===== src/rtl/cmap_pkg.sv =====
package cmap_pkg;
  localparam int unsigned BITS_PER_SLOT = 8;
  localparam int unsigned BIT_W = 3;

  typedef struct packed {
    logic       en;
    logic [7:0] mask;
  } slot_cfg_t;
endpackage


===== src/rtl/cmap_pos_cnt.sv =====
module cmap_pos_cnt #(
  parameter int unsigned SLOTS  = 32,
  localparam int unsigned SLOT_W = $clog2(SLOTS)
) (
  input  logic                     clk_i,
  input  logic                     rst_ni,
  input  logic                     bit_en_i,
  input  logic                     sync_i,
  output logic [SLOT_W-1:0]        slot_o,
  output logic [cmap_pkg::BIT_W-1:0] bit_o
);
  import cmap_pkg::*;

  localparam logic [SLOT_W-1:0] LAST_SLOT = SLOT_W'(SLOTS - 1);
  localparam logic [BIT_W-1:0]  LAST_BIT  = BIT_W'(BITS_PER_SLOT - 1);

  logic [SLOT_W-1:0] cnt_slot_q;
  logic [BIT_W-1:0]  cnt_bit_q;

  // sync forces the position of the current bit to slot 0 bit 0
  assign slot_o = (bit_en_i && sync_i) ? '0 : cnt_slot_q;
  assign bit_o  = (bit_en_i && sync_i) ? '0 : cnt_bit_q;

  always_ff @(posedge clk_i or negedge rst_ni) begin
    if (!rst_ni) begin
      cnt_slot_q <= '0;
      cnt_bit_q  <= '0;
    end else if (bit_en_i) begin
      if (bit_o == LAST_BIT) begin
        cnt_bit_q  <= '0;
        cnt_slot_q <= (slot_o == LAST_SLOT) ? '0 : slot_o + 1'b1;
      end else begin
        cnt_bit_q  <= bit_o + 1'b1;
        cnt_slot_q <= slot_o;
      end
    end
  end

  a_r2_sync_restart: assert property (@(posedge clk_i) disable iff (!rst_ni)
    bit_en_i && sync_i |=> cnt_slot_q == '0 && cnt_bit_q == BIT_W'(1));

  a_r3_frame_wrap: assert property (@(posedge clk_i) disable iff (!rst_ni)
    bit_en_i && !sync_i && cnt_bit_q == LAST_BIT && cnt_slot_q == LAST_SLOT
    |=> cnt_slot_q == '0 && cnt_bit_q == '0);

  a_r9_hold_pos: assert property (@(posedge clk_i) disable iff (!rst_ni)
    !bit_en_i |=> $stable(cnt_slot_q) && $stable(cnt_bit_q));
endmodule


===== src/rtl/cmap_cfg_regs.sv =====
module cmap_cfg_regs #(
  parameter int unsigned SLOTS  = 32,
  localparam int unsigned SLOT_W = $clog2(SLOTS),
  localparam int unsigned AW     = SLOT_W + 1
) (
  input  logic                   clk_i,
  input  logic                   rst_ni,
  input  logic                   we_i,
  input  logic [AW-1:0]          addr_i,
  input  logic [8:0]             wdata_i,
  input  logic                   apply_i,
  input  logic [SLOT_W-1:0]      slot_i,
  output cmap_pkg::slot_cfg_t    cfg_o,
  output logic                   unch_o
);
  import cmap_pkg::*;

  slot_cfg_t [SLOTS-1:0] shd_q, act_q;
  logic                  shd_unch_q, act_unch_q;
  logic                  mode_we;

  assign mode_we = we_i && addr_i[AW-1];

  for (genvar g = 0; g < SLOTS; g++) begin : g_slot
    always_ff @(posedge clk_i or negedge rst_ni) begin
      if (!rst_ni) begin
        shd_q[g] <= '0;
      end else if (we_i && !addr_i[AW-1] && addr_i[SLOT_W-1:0] == SLOT_W'(g)) begin
        shd_q[g] <= slot_cfg_t'(wdata_i);
      end
    end
  end

  always_ff @(posedge clk_i or negedge rst_ni) begin
    if (!rst_ni) begin
      shd_unch_q <= 1'b0;
      act_unch_q <= 1'b0;
      act_q      <= '0;
    end else begin
      if (mode_we) shd_unch_q <= wdata_i[0];
      if (apply_i) begin
        act_q      <= shd_q;
        act_unch_q <= shd_unch_q;
      end
    end
  end

  // the frame's first bit already sees the pending map
  assign cfg_o  = apply_i ? shd_q[slot_i] : act_q[slot_i];
  assign unch_o = apply_i ? shd_unch_q : act_unch_q;

  a_r10_active_frozen: assert property (@(posedge clk_i) disable iff (!rst_ni)
    !apply_i |=> $stable(act_q) && $stable(act_unch_q));

  a_r11_mode_write: assert property (@(posedge clk_i) disable iff (!rst_ni)
    mode_we |=> shd_unch_q == $past(wdata_i[0]));
endmodule


===== src/rtl/cmap_bit_sel.sv =====
module cmap_bit_sel (
  input  logic                       clk_i,
  input  logic                       rst_ni,
  input  logic                       bit_en_i,
  input  logic                       data_i,
  input  cmap_pkg::slot_cfg_t        cfg_i,
  input  logic                       unch_i,
  input  logic [cmap_pkg::BIT_W-1:0] bit_i,
  output logic                       data_o,
  output logic                       valid_o
);
  import cmap_pkg::*;

  logic take;

  // mask bit 7 covers the first bit of the slot
  assign take = bit_en_i && (unch_i || (cfg_i.en && cfg_i.mask[BIT_W'(BITS_PER_SLOT - 1) - bit_i]));

  always_ff @(posedge clk_i or negedge rst_ni) begin
    if (!rst_ni) begin
      valid_o <= 1'b0;
      data_o  <= 1'b0;
    end else begin
      valid_o <= take;
      data_o  <= take & data_i;
    end
  end

  a_r8_valid_needs_bit: assert property (@(posedge clk_i) disable iff (!rst_ni)
    valid_o |-> $past(bit_en_i));

  a_r8_data_gated: assert property (@(posedge clk_i) disable iff (!rst_ni)
    !valid_o |-> !data_o);

  a_r7_unch_all: assert property (@(posedge clk_i) disable iff (!rst_ni)
    bit_en_i && unch_i |=> valid_o && data_o == $past(data_i));
endmodule


===== src/rtl/chan_slot_mapper.sv =====
module chan_slot_mapper #(
  parameter int unsigned SLOTS  = 32,
  localparam int unsigned SLOT_W = $clog2(SLOTS),
  localparam int unsigned AW     = SLOT_W + 1
) (
  input  logic          clk_i,
  input  logic          rst_ni,
  input  logic          bit_en_i,
  input  logic          sync_i,
  input  logic          data_i,
  input  logic          cfg_we_i,
  input  logic [AW-1:0] cfg_addr_i,
  input  logic [8:0]    cfg_data_i,
  output logic          data_o,
  output logic          valid_o
);
  import cmap_pkg::*;

  logic [SLOT_W-1:0] cur_slot;
  logic [BIT_W-1:0]  cur_bit;
  slot_cfg_t         cur_cfg;
  logic              cur_unch;
  logic              apply;

  assign apply = bit_en_i && sync_i;

  cmap_pos_cnt #(.SLOTS(SLOTS)) u_pos (
    .clk_i, .rst_ni, .bit_en_i, .sync_i,
    .slot_o(cur_slot), .bit_o(cur_bit)
  );

  cmap_cfg_regs #(.SLOTS(SLOTS)) u_cfg (
    .clk_i, .rst_ni,
    .we_i(cfg_we_i), .addr_i(cfg_addr_i), .wdata_i(cfg_data_i),
    .apply_i(apply), .slot_i(cur_slot),
    .cfg_o(cur_cfg), .unch_o(cur_unch)
  );

  cmap_bit_sel u_sel (
    .clk_i, .rst_ni, .bit_en_i, .data_i,
    .cfg_i(cur_cfg), .unch_i(cur_unch), .bit_i(cur_bit),
    .data_o, .valid_o
  );

  a_r1_idle_after_reset: assert property (@(posedge clk_i) disable iff (!rst_ni)
    $rose(rst_ni) |-> !valid_o && !data_o);
endmodule


===== config.mk =====
export PLATFORM = sky130hd
export DESIGN_NAME = chan_slot_mapper
export DESIGN_NICKNAME = d
export VERILOG_FILES = /design/src/rtl/cmap_pkg.sv /design/src/rtl/cmap_pos_cnt.sv /design/src/rtl/cmap_cfg_regs.sv /design/src/rtl/cmap_bit_sel.sv /design/src/rtl/chan_slot_mapper.sv
export SDC_FILE = /design/constraint.sdc
export NUM_CORES = 1
export LEC_CHECK = 0
export BUFFER_PORTS_ARGS = -buffer_cell sky130_fd_sc_hd__buf_2
export CAP_MARGIN = 0
export CORE_MARGIN = 2
export CORE_UTILIZATION = 28
export CTS_BUF_LIST = sky130_fd_sc_hd__clkbuf_8
export DETAILED_ROUTE_END_ITERATION = 8
export GPL_TIMING_DRIVEN = 1
export PLACE_DENSITY = 0.44
export SLEW_MARGIN = 15
export SYNTH_ARGS = -nofsm -noshare
export SYNTH_HDL_FRONTEND = slang
export SYNTH_SLANG_ARGS = --single-unit

===== constraint.sdc =====
create_clock -name clk_i -period 2.8 [get_ports clk_i]
set_clock_uncertainty 0.1 [all_clocks]
set_input_delay 0.56 -clock clk_i [delete_from_list [all_inputs] [get_ports clk_i]]
set_output_delay 0.56 -clock clk_i [all_outputs]
set_load 0.01 [all_outputs]

# Word level (Yosys, flattened, before mapping)
# Index checks and enable logic that the tools add are counted.
# W data, S select, Z words.
[word_totals]
rom_bits = 0
input_bits = 21
mem_bits_rw = 0
memories = 0
register_bits = 588
latchBits = 0
[classes]
n_mux = 13
reduce_logical = 40
n_bitwise = 1
n_mul = 0
div = 0
order_cmp = 2
eq_ne = 33
addsub = 3
shifts = 0
[ops]
columns = ["cell", "count"]
rows = [
  ["$bmux W9 S5", 2],
  ["$eq A5 B5 Y1 const B", 17],
  ["$eq A5 B4 Y1 const B", 8],
  ["$logic_and A1 B1 Y1", 37],
  ["$mux W9", 3],
  ["$eq A5 B3 Y1 const B", 4],
  ["$mux W5", 3],
  ["$eq A5 B2 Y1 const B", 2],
  ["$lt A5 B6 Y1 const B", 1],
  ["$mux W3", 2],
  ["$add A5 B1 Y5 const B", 1],
  ["$eq A5 B1 Y1 const B", 1],
  ["$logic_not A5 Y1", 1],
  ["$lt A3 B4 Y1 const B", 1],
  ["$add A3 B1 Y3 const B", 1],
  ["$bmux W1 S3", 1],
  ["$eq A3 B3 Y1 const B", 1],
  ["$sub A3 B3 Y3 const A", 1],
  ["$mux W1", 2],
  ["$and A1 B1 Y1", 1],
  ["$logic_not A1 Y1", 1],
  ["$logic_or A1 B1 Y1", 1],
]

# Longest topological paths before layout
[logic_depth]
depth_word = 11
depth_mapped = 12
depth_no_buf = 10

# Modules after synthesis
# Synthesis repeated with hierarchy kept, for this count alone.
[hier_totals]
hier_cells = 1690
hier_area_um2 = 26935.8
[by_module_without_submodules]
columns = ["mod", "seq_area_each_um2", "area_each_um2", "instances", "cells_each"]
rows = [
  ["cmap_cfg_regs", 14463.9, 26248.9, 1, 1622],
  ["cmap_pos_cnt", 200.2, 506.7, 1, 50],
  ["cmap_bit_sel", 50.0, 173.9, 1, 17],
  ["chan_slot_mapper", 0.0, 6.3, 1, 1],
]

# Worst setup path after synthesis
# OpenSTA, ideal clock, no wires.
[synth_path]
kind = "input to register"
startpoint = "input port bit_en_i"
endpoint = "register u_sel.data_o"
path_buffers = 1
setup_slack_ns = 0.220
arrival_time_ns = 2.353
cell_stages = 9
setup_ns = 0.127
cell_sequence = "buf_2 -> and2_4 -> or2_4 -> a22o_1 -> nor3_1 -> nor4_1 -> or4_1 -> a22oi_1 -> o21ai_1"
[synth_via]
elab_chain_len = 11
word_cells_on_any_way = 16
cone_classes = "add/sub: 1; mux: 10; bitwise: 1; reduce/logical: 4"
[synth_lines]
columns = ["element", "line_no", "rtl"]
rows = [
  ["start, declared", "chan_slot_mapper.sv:8", "input logic bit_en_i,"],
  ["$logic_and A1 B1 Y1", "cmap_pos_cnt.sv:21, cmap_pos_cnt.sv:22, chan_slot_mapper.sv:25", ""],
  ["$mux W5", "cmap_pos_cnt.sv:21", "assign slot_o = (bit_en_i && sync_i) ? '0 : cnt_slot_q;"],
  ["$bmux W9 S5", "cmap_cfg_regs.sv:49", "assign cfg_o = apply_i ? shd_q[slot_i] : act_q[slot_i];"],
  ["$mux W9 (not written as such)", "cmap_cfg_regs.sv:49", ""],
  ["$mux W9", "cmap_cfg_regs.sv:49", ""],
  ["$bmux W1 S3", "cmap_bit_sel.sv:17", "assign take = bit_en_i && (unch_i || (cfg_i.en && cfg_i.mask[BIT_W'(BITS_PER_SLOT - 1) - bit_i]));"],
  ["$mux W1 (not written as such)", "cmap_bit_sel.sv:17", ""],
  ["$logic_and A1 B1 Y1", "cmap_bit_sel.sv:17", ""],
  ["$logic_or A1 B1 Y1", "cmap_bit_sel.sv:17", ""],
  ["$logic_and A1 B1 Y1 *", "cmap_bit_sel.sv:17", ""],
  ["$and A1 B1 Y1 *", "cmap_bit_sel.sv:25", "data_o <= take & data_i;"],
  ["end signal, assigned", "cmap_bit_sel.sv:25", ""],
  ["end, declared", "cmap_bit_sel.sv:9", "output logic data_o,"],
]
# Mark *: on every way between the ends. The rest lies on a longest branch, timed or not. The select of a mux whose other input is x is not followed.
# A chain may end at the register's enable or synchronous reset.

# Final worst setup path
[layout_path]
startpoint = "register u_pos.cnt_slot_q[0]"
endpoint = "register u_sel.valid_o"
[layout_via]
elab_chain_len = 9
word_cells_on_any_way = 11
cone_classes = "mux: 8; reduce/logical: 3"
[layout_lines]
columns = ["element", "line_no", "rtl"]
rows = [
  ["start, declared", "cmap_pos_cnt.sv:17", "logic [SLOT_W-1:0] cnt_slot_q;"],
  ["start signal, assigned", "cmap_pos_cnt.sv:31", "cnt_slot_q <= (slot_o == LAST_SLOT) ? '0 : slot_o + 1'b1;"],
  ["start signal, assigned", "cmap_pos_cnt.sv:34", "cnt_slot_q <= slot_o;"],
  ["$mux W5 *", "cmap_pos_cnt.sv:21", ""],
  ["$bmux W9 S5", "cmap_cfg_regs.sv:49", ""],
  ["$mux W9 (not written as such)", "cmap_cfg_regs.sv:49", ""],
  ["$mux W9 *", "cmap_cfg_regs.sv:49", ""],
  ["$bmux W1 S3", "cmap_bit_sel.sv:17", ""],
  ["$mux W1 (not written as such)", "cmap_bit_sel.sv:17", ""],
  ["$logic_and A1 B1 Y1 *", "cmap_bit_sel.sv:17", ""],
  ["$logic_or A1 B1 Y1 *", "cmap_bit_sel.sv:17", ""],
  ["$logic_and A1 B1 Y1 *", "cmap_bit_sel.sv:17", ""],
  ["via u_sel.take", "cmap_bit_sel.sv:14", "logic take;"],
  ["end signal, assigned", "cmap_bit_sel.sv:24", "valid_o <= take;"],
  ["end, declared", "cmap_bit_sel.sv:10", "output logic valid_o"],
]
# The timed path passes the listed nets; every way through them passes the cells marked *. The select of a mux whose other input is x is not followed.

==> flow_results.xml <==
<?xml version="1.0" encoding="UTF-8"?>
<metrics>
  <group name="cts">
    <metric name="cts_inserted_buffers" unit="">103</metric>
    <metric name="cts-htree-levels" unit="">3</metric>
    <metric name="clk_transition_reported_paths" unit="ns">0.06</metric>
    <metric name="cts_tree" unit="">done</metric>
    <metric name="clock_sink_count" unit="">588</metric>
    <metric name="clock_insertion_delay_at_the_later_pin_of_the_skew_report" unit="ns">0.72</metric>
    <metric name="clockBufferDepth" unit="">3</metric>
    <metric name="clock_tree.root_cell" unit="">clkbuf_8</metric>
  </group>
  <group name="routing">
    <metric name="antenna_violating_nets_post_route" unit="">0</metric>
    <metric name="detail_route.wirelength" unit="µm">83400</metric>
    <metric name="dr.pass1.iters" unit="">5</metric>
    <metric name="drt_iter0_markers" unit="">1350</metric>
    <metric name="drt-vias-per-instance" unit="">4.79</metric>
    <metric name="dr_wl_met2" unit="µm">38100</metric>
    <metric name="route.layer.met1.wl" unit="µm">39600</metric>
    <metric name="drt-wirelength-per-cell" unit="µm">22.1</metric>
    <metric name="route.detailed.drc" unit="">0</metric>
    <metric name="routed-wl-met3" unit="µm">3450</metric>
    <metric name="maxUsedRoutingLayer" unit="">met5</metric>
    <metric name="vias" unit="">18047</metric>
  </group>
  <group name="layout">
    <metric name="num-nets-final" unit="">2554</metric>
    <metric name="layout-drive-gt1-share" unit="">0.273</metric>
    <metric name="storage_cell_area" unit="µm²">14700</metric>
    <metric name="most_common_library_cell_in_the_layout_ignoring_fill_and_taps" unit="">nand2_1</metric>
    <metric name="multi_input_comb_area" unit="µm²">9750</metric>
    <metric name="area.growth.synth_to_final" unit="%">20.2</metric>
    <metric name="postLayoutCellArea" unit="µm²">30100</metric>
    <metric name="most-common-layout-cells" unit="">930 x nand2_1, 585 x dfrtp_1, 293 x mux2_2</metric>
    <metric name="n_fill_cell" unit="">8844</metric>
  </group>
  <group name="pwr">
    <metric name="clk_network_pwr_share" unit="">0.349</metric>
    <metric name="comb_power_share" unit="">0.187</metric>
    <metric name="max-vdd-ir-drop" unit="mV">0.331</metric>
    <metric name="internal_power" unit="mW">15.9</metric>
    <metric name="power_density" unit="nW/µm²">756</metric>
    <metric name="sw_frac_of_total" unit="">0.300</metric>
    <metric name="power_leakage" unit="nW">15.0</metric>
    <metric name="switchingPower" unit="mW">6.83</metric>
    <metric name="power.sequential.fraction" unit="">0.464</metric>
  </group>
  <group name="worst_setup_path">
    <metric name="worstPathArrival" unit="ns">3.25</metric>
    <metric name="launch_instance_of_the_worst_register_to_register_path" unit="">u_pos.cnt_slot_q[0]</metric>
    <metric name="critical-path-slowest-cell" unit="">mux4_2</metric>
    <metric name="r2r_setup_slack" unit="ns">0.02</metric>
    <metric name="timing.critical_path.from_type" unit="">flop</metric>
    <metric name="crit-reg2reg-capture" unit="">u_sel.valid_o</metric>
    <metric name="worst_ep_required_time" unit="ns">3.27</metric>
    <metric name="crit_path_max_incr_delay" unit="ns">0.57</metric>
    <metric name="critPathMaxFanout" unit="">7</metric>
    <metric name="crit_path_cell_trace" unit="">buf_8, buf_6, mux4_2, mux2i_4, a211oi_2, or4_4, a22oi_2, o21ai_1</metric>
    <metric name="endpoint_kind" unit="">flop</metric>
    <metric name="r2r_cells" unit="">8</metric>
    <metric name="worst-setup-path-type" unit="">flop to flop</metric>
  </group>
  <group name="yosys">
    <metric name="synth_warnings" unit="">0</metric>
    <metric name="synth_area_per_cell" unit="µm²">10.6</metric>
    <metric name="synth-compound-area-share" unit="">0.0498</metric>
    <metric name="synthesis.area" unit="µm²">25000</metric>
    <metric name="synth_adder_area_share" unit="">0.00200</metric>
    <metric name="yosys.area_share.xor_xnor" unit="">0.000350</metric>
    <metric name="synth_nets" unit="">2376</metric>
    <metric name="ys_async_sr_fraction" unit="">1.00</metric>
    <metric name="ys_seq_elements" unit="">588</metric>
    <metric name="yosys_most_used_dff" unit="">dfrtp_1</metric>
    <metric name="main_combinational_cell_family_by_area_after_synthesis" unit="">multiplexers</metric>
    <metric name="synth_enable_flop_cells" unit="">0</metric>
    <metric name="yosysSeqAreaShare" unit="">0.588</metric>
    <metric name="yosys.cell_types.count" unit="">68</metric>
    <metric name="mux_contribution_to_synthesized_area" unit="">0.167</metric>
    <metric name="post_syn_instances" unit="">2351</metric>
    <metric name="synthSimpleGateAreaFrac" unit="">0.165</metric>
  </group>
  <group name="sta">
    <metric name="final-setup-viol-count" unit="">0</metric>
    <metric name="worst_slew_pin_slew" unit="ns">1.07</metric>
    <metric name="fmaxAchievable" unit="GHz">0.360</metric>
    <metric name="timing.final.max_slew_violations" unit="">0</metric>
    <metric name="final_hold_viol_count" unit="">0</metric>
    <metric name="min_period_over_period" unit="">0.993</metric>
    <metric name="fin_worst_hold_slack" unit="ns">0.110</metric>
    <metric name="grt_setup_unrepaired" unit="">yes</metric>
    <metric name="relSlewSlack" unit="">0.283</metric>
    <metric name="timing.final.crit_period" unit="ns">2.78</metric>
  </group>
  <group name="run_status">
    <metric name="run_status" unit="">completed</metric>
  </group>
  <group name="hold_path">
    <metric name="hold_path_class" unit="">input port to flop</metric>
    <metric name="worst_hold_path.num_cells" unit="">3</metric>
    <metric name="whs_endpoint" unit="">u_cfg.shd_unch_q</metric>
    <metric name="worst_hold_startpoint" unit="">cfg_addr_i[5]</metric>
  </group>
  <group name="die">
    <metric name="design.die.area" unit="µm²">91800</metric>
    <metric name="rows" unit="">109</metric>
    <metric name="die-height" unit="µm">303</metric>
    <metric name="ios" unit="">23</metric>
    <metric name="floorplan.die.width" unit="µm">303</metric>
    <metric name="initial_utilization" unit="">0.283</metric>
    <metric name="core_footprint" unit="µm²">88500</metric>
  </group>
  <group name="grt">
    <metric name="grt_antenna_before_repair" unit="">7</metric>
    <metric name="grt_util_all_layers" unit="">0.184</metric>
    <metric name="grt.overflow.total" unit="">0</metric>
    <metric name="grt_max_degree" unit="">92</metric>
    <metric name="global_route_wire_length_before_repair" unit="µm">125000</metric>
    <metric name="grt_pass1_vias" unit="">18377</metric>
  </group>
  <group name="place">
    <metric name="placed_cell_area" unit="µm²">27800</metric>
    <metric name="placement.io_buffers" unit="">22</metric>
    <metric name="dpl.hpwl" unit="µm">54900</metric>
    <metric name="gp_congestion" unit="">0.900</metric>
  </group>
  <group name="flow_run">
    <metric name="max_cap_violations" unit="">0</metric>
  </group>
</metrics>
[worst max-delay path by stage]
stage	cells after the start	slack, ns	to	from
6_report	8	0.02	u_sel.valid_o	u_pos.cnt_slot_q[0]
5_1_grt	10	-0.06	u_sel.data_o	u_pos.cnt_slot_q[0]
4_1_cts	10	-0.002	u_sel.data_o	u_pos.cnt_slot_q[0]
3_3_place_gp	11	-0.38	u_sel.data_o	bit_en_i
2_1_floorplan	9	0.22	u_sel.data_o	bit_en_i
3_5_place_dp	11	-0.37	u_sel.data_o	bit_en_i
[synth_stat cells, drive strengths merged, types with 4 or more instances]
library cell,instances,share of area
inv,11,0.0016
mux4,9,0.0081
dfrtp,588,0.59
a211oi,11,0.0033
mux2,310,0.14
a221oi,17,0.0062
nor3,15,0.0038
nor2b,5,0.0012
o21ai,32,0.0064
and2,5,0.0013
buf,33,0.0082
o22ai,17,0.0042
nand3,19,0.0038
a21bo,4,0.0016
nand2,933,0.14
nand2b,10,0.0025
nor4,10,0.0025
o221ai,12,0.0042
mux2i,49,0.020
clkbuf,120,0.018
a21oi,37,0.0074
a31oi,6,0.0015
ha,4,0.0020
a22oi,5,0.0015
nor2,31,0.0046
[power by group through the flow]
stage	logic [mW]	clock network [mW]	registers [mW]
6_report	4.25	7.94	10.6
5_1_grt	4.61	8.62	10.7
4_1_cts	4.22	8.21	10.5
3_5_place_dp	4.11	0	10.7
3_3_place_gp	4.07	0	10.7
2_1_floorplan	2.34	0	10.3
[sequential cells by signal, summed over array words and instances (netlist names)]
register	cells
u_cfg.act_q	288
u_cfg.act_unch_q	1
u_cfg.shd_q	288
u_cfg.shd_unch_q	1
u_pos.cnt_bit_q	3
u_pos.cnt_slot_q	5
u_sel.data_o	1
u_sel.valid_o	1
[area by class of cell]
type / count / share of cell area
Timing Repair Buffer: 226 / 0.0677
Clock inverter: 47 / 0.00815
Tap cell: 1165 / 0.0484
Inverter: 11 / 0.00146
Clock buffer: 133 / 0.0608
Sequential cell: 588 / 0.489
Antenna cell: 1 / 0.0000832
Multi-Input combinational cell: 1599 / 0.324
[worst max-delay path: cells and delay by family, from the launching register on]
kind,cells,cell delay [ns]
compound gates,3,0.39
buf+inv,2,0.31
flops,1,0.53
mux,2,0.78
simple gates,1,0.52
[metrics by stage]
step                total power [mW]  setup TNS, ns  cells  utilization  worst slack (ns)
floorplan                       12.6              0   2351            -             0.220
global placement                14.7         -0.749   3583        0.314            -0.385
detailed placement              14.8         -0.741   3583        0.314            -0.373
CTS                             23.0       -0.00155   3768        0.339          -0.00155
global route                    23.9        -0.0921   3770        0.340           -0.0583
finish                          22.7              0   3770        0.340            0.0210
[metal layers]
layer,vias up,global-route usage
met3,121,0.0263
met5,-,0
met1,9322,0.262
met4,6,0.0574
met2,389,0.289
li1,8209,-
[kinds of logic (layout without fill, tap and decap cells)]
group / count (synthesis) / after routing
adder cells (fa/ha/maj): 4 / 4
buffers and inverters: 164 / 417
AO/OA/AOI/OAI: 179 / 179
other: 0 / 1
XOR/XNOR: 1 / 1
AND/OR/NAND/NOR: 1047 / 1047
multiplexers: 368 / 368
flip-flops: 588 / 588
[what timing repair did]
action | 4_1_cts | 5_1_grt
endpoints found under the hold margin | 40 | 0
hold buffers | 2 | 0
setup endpoints to repair | 2 | 2
cloned | 1 | 0
setup buffers | 2 | 1
resized for setup | 11 | 20
pin swaps | 3 | 7
(Power assumes the default switching activity.)
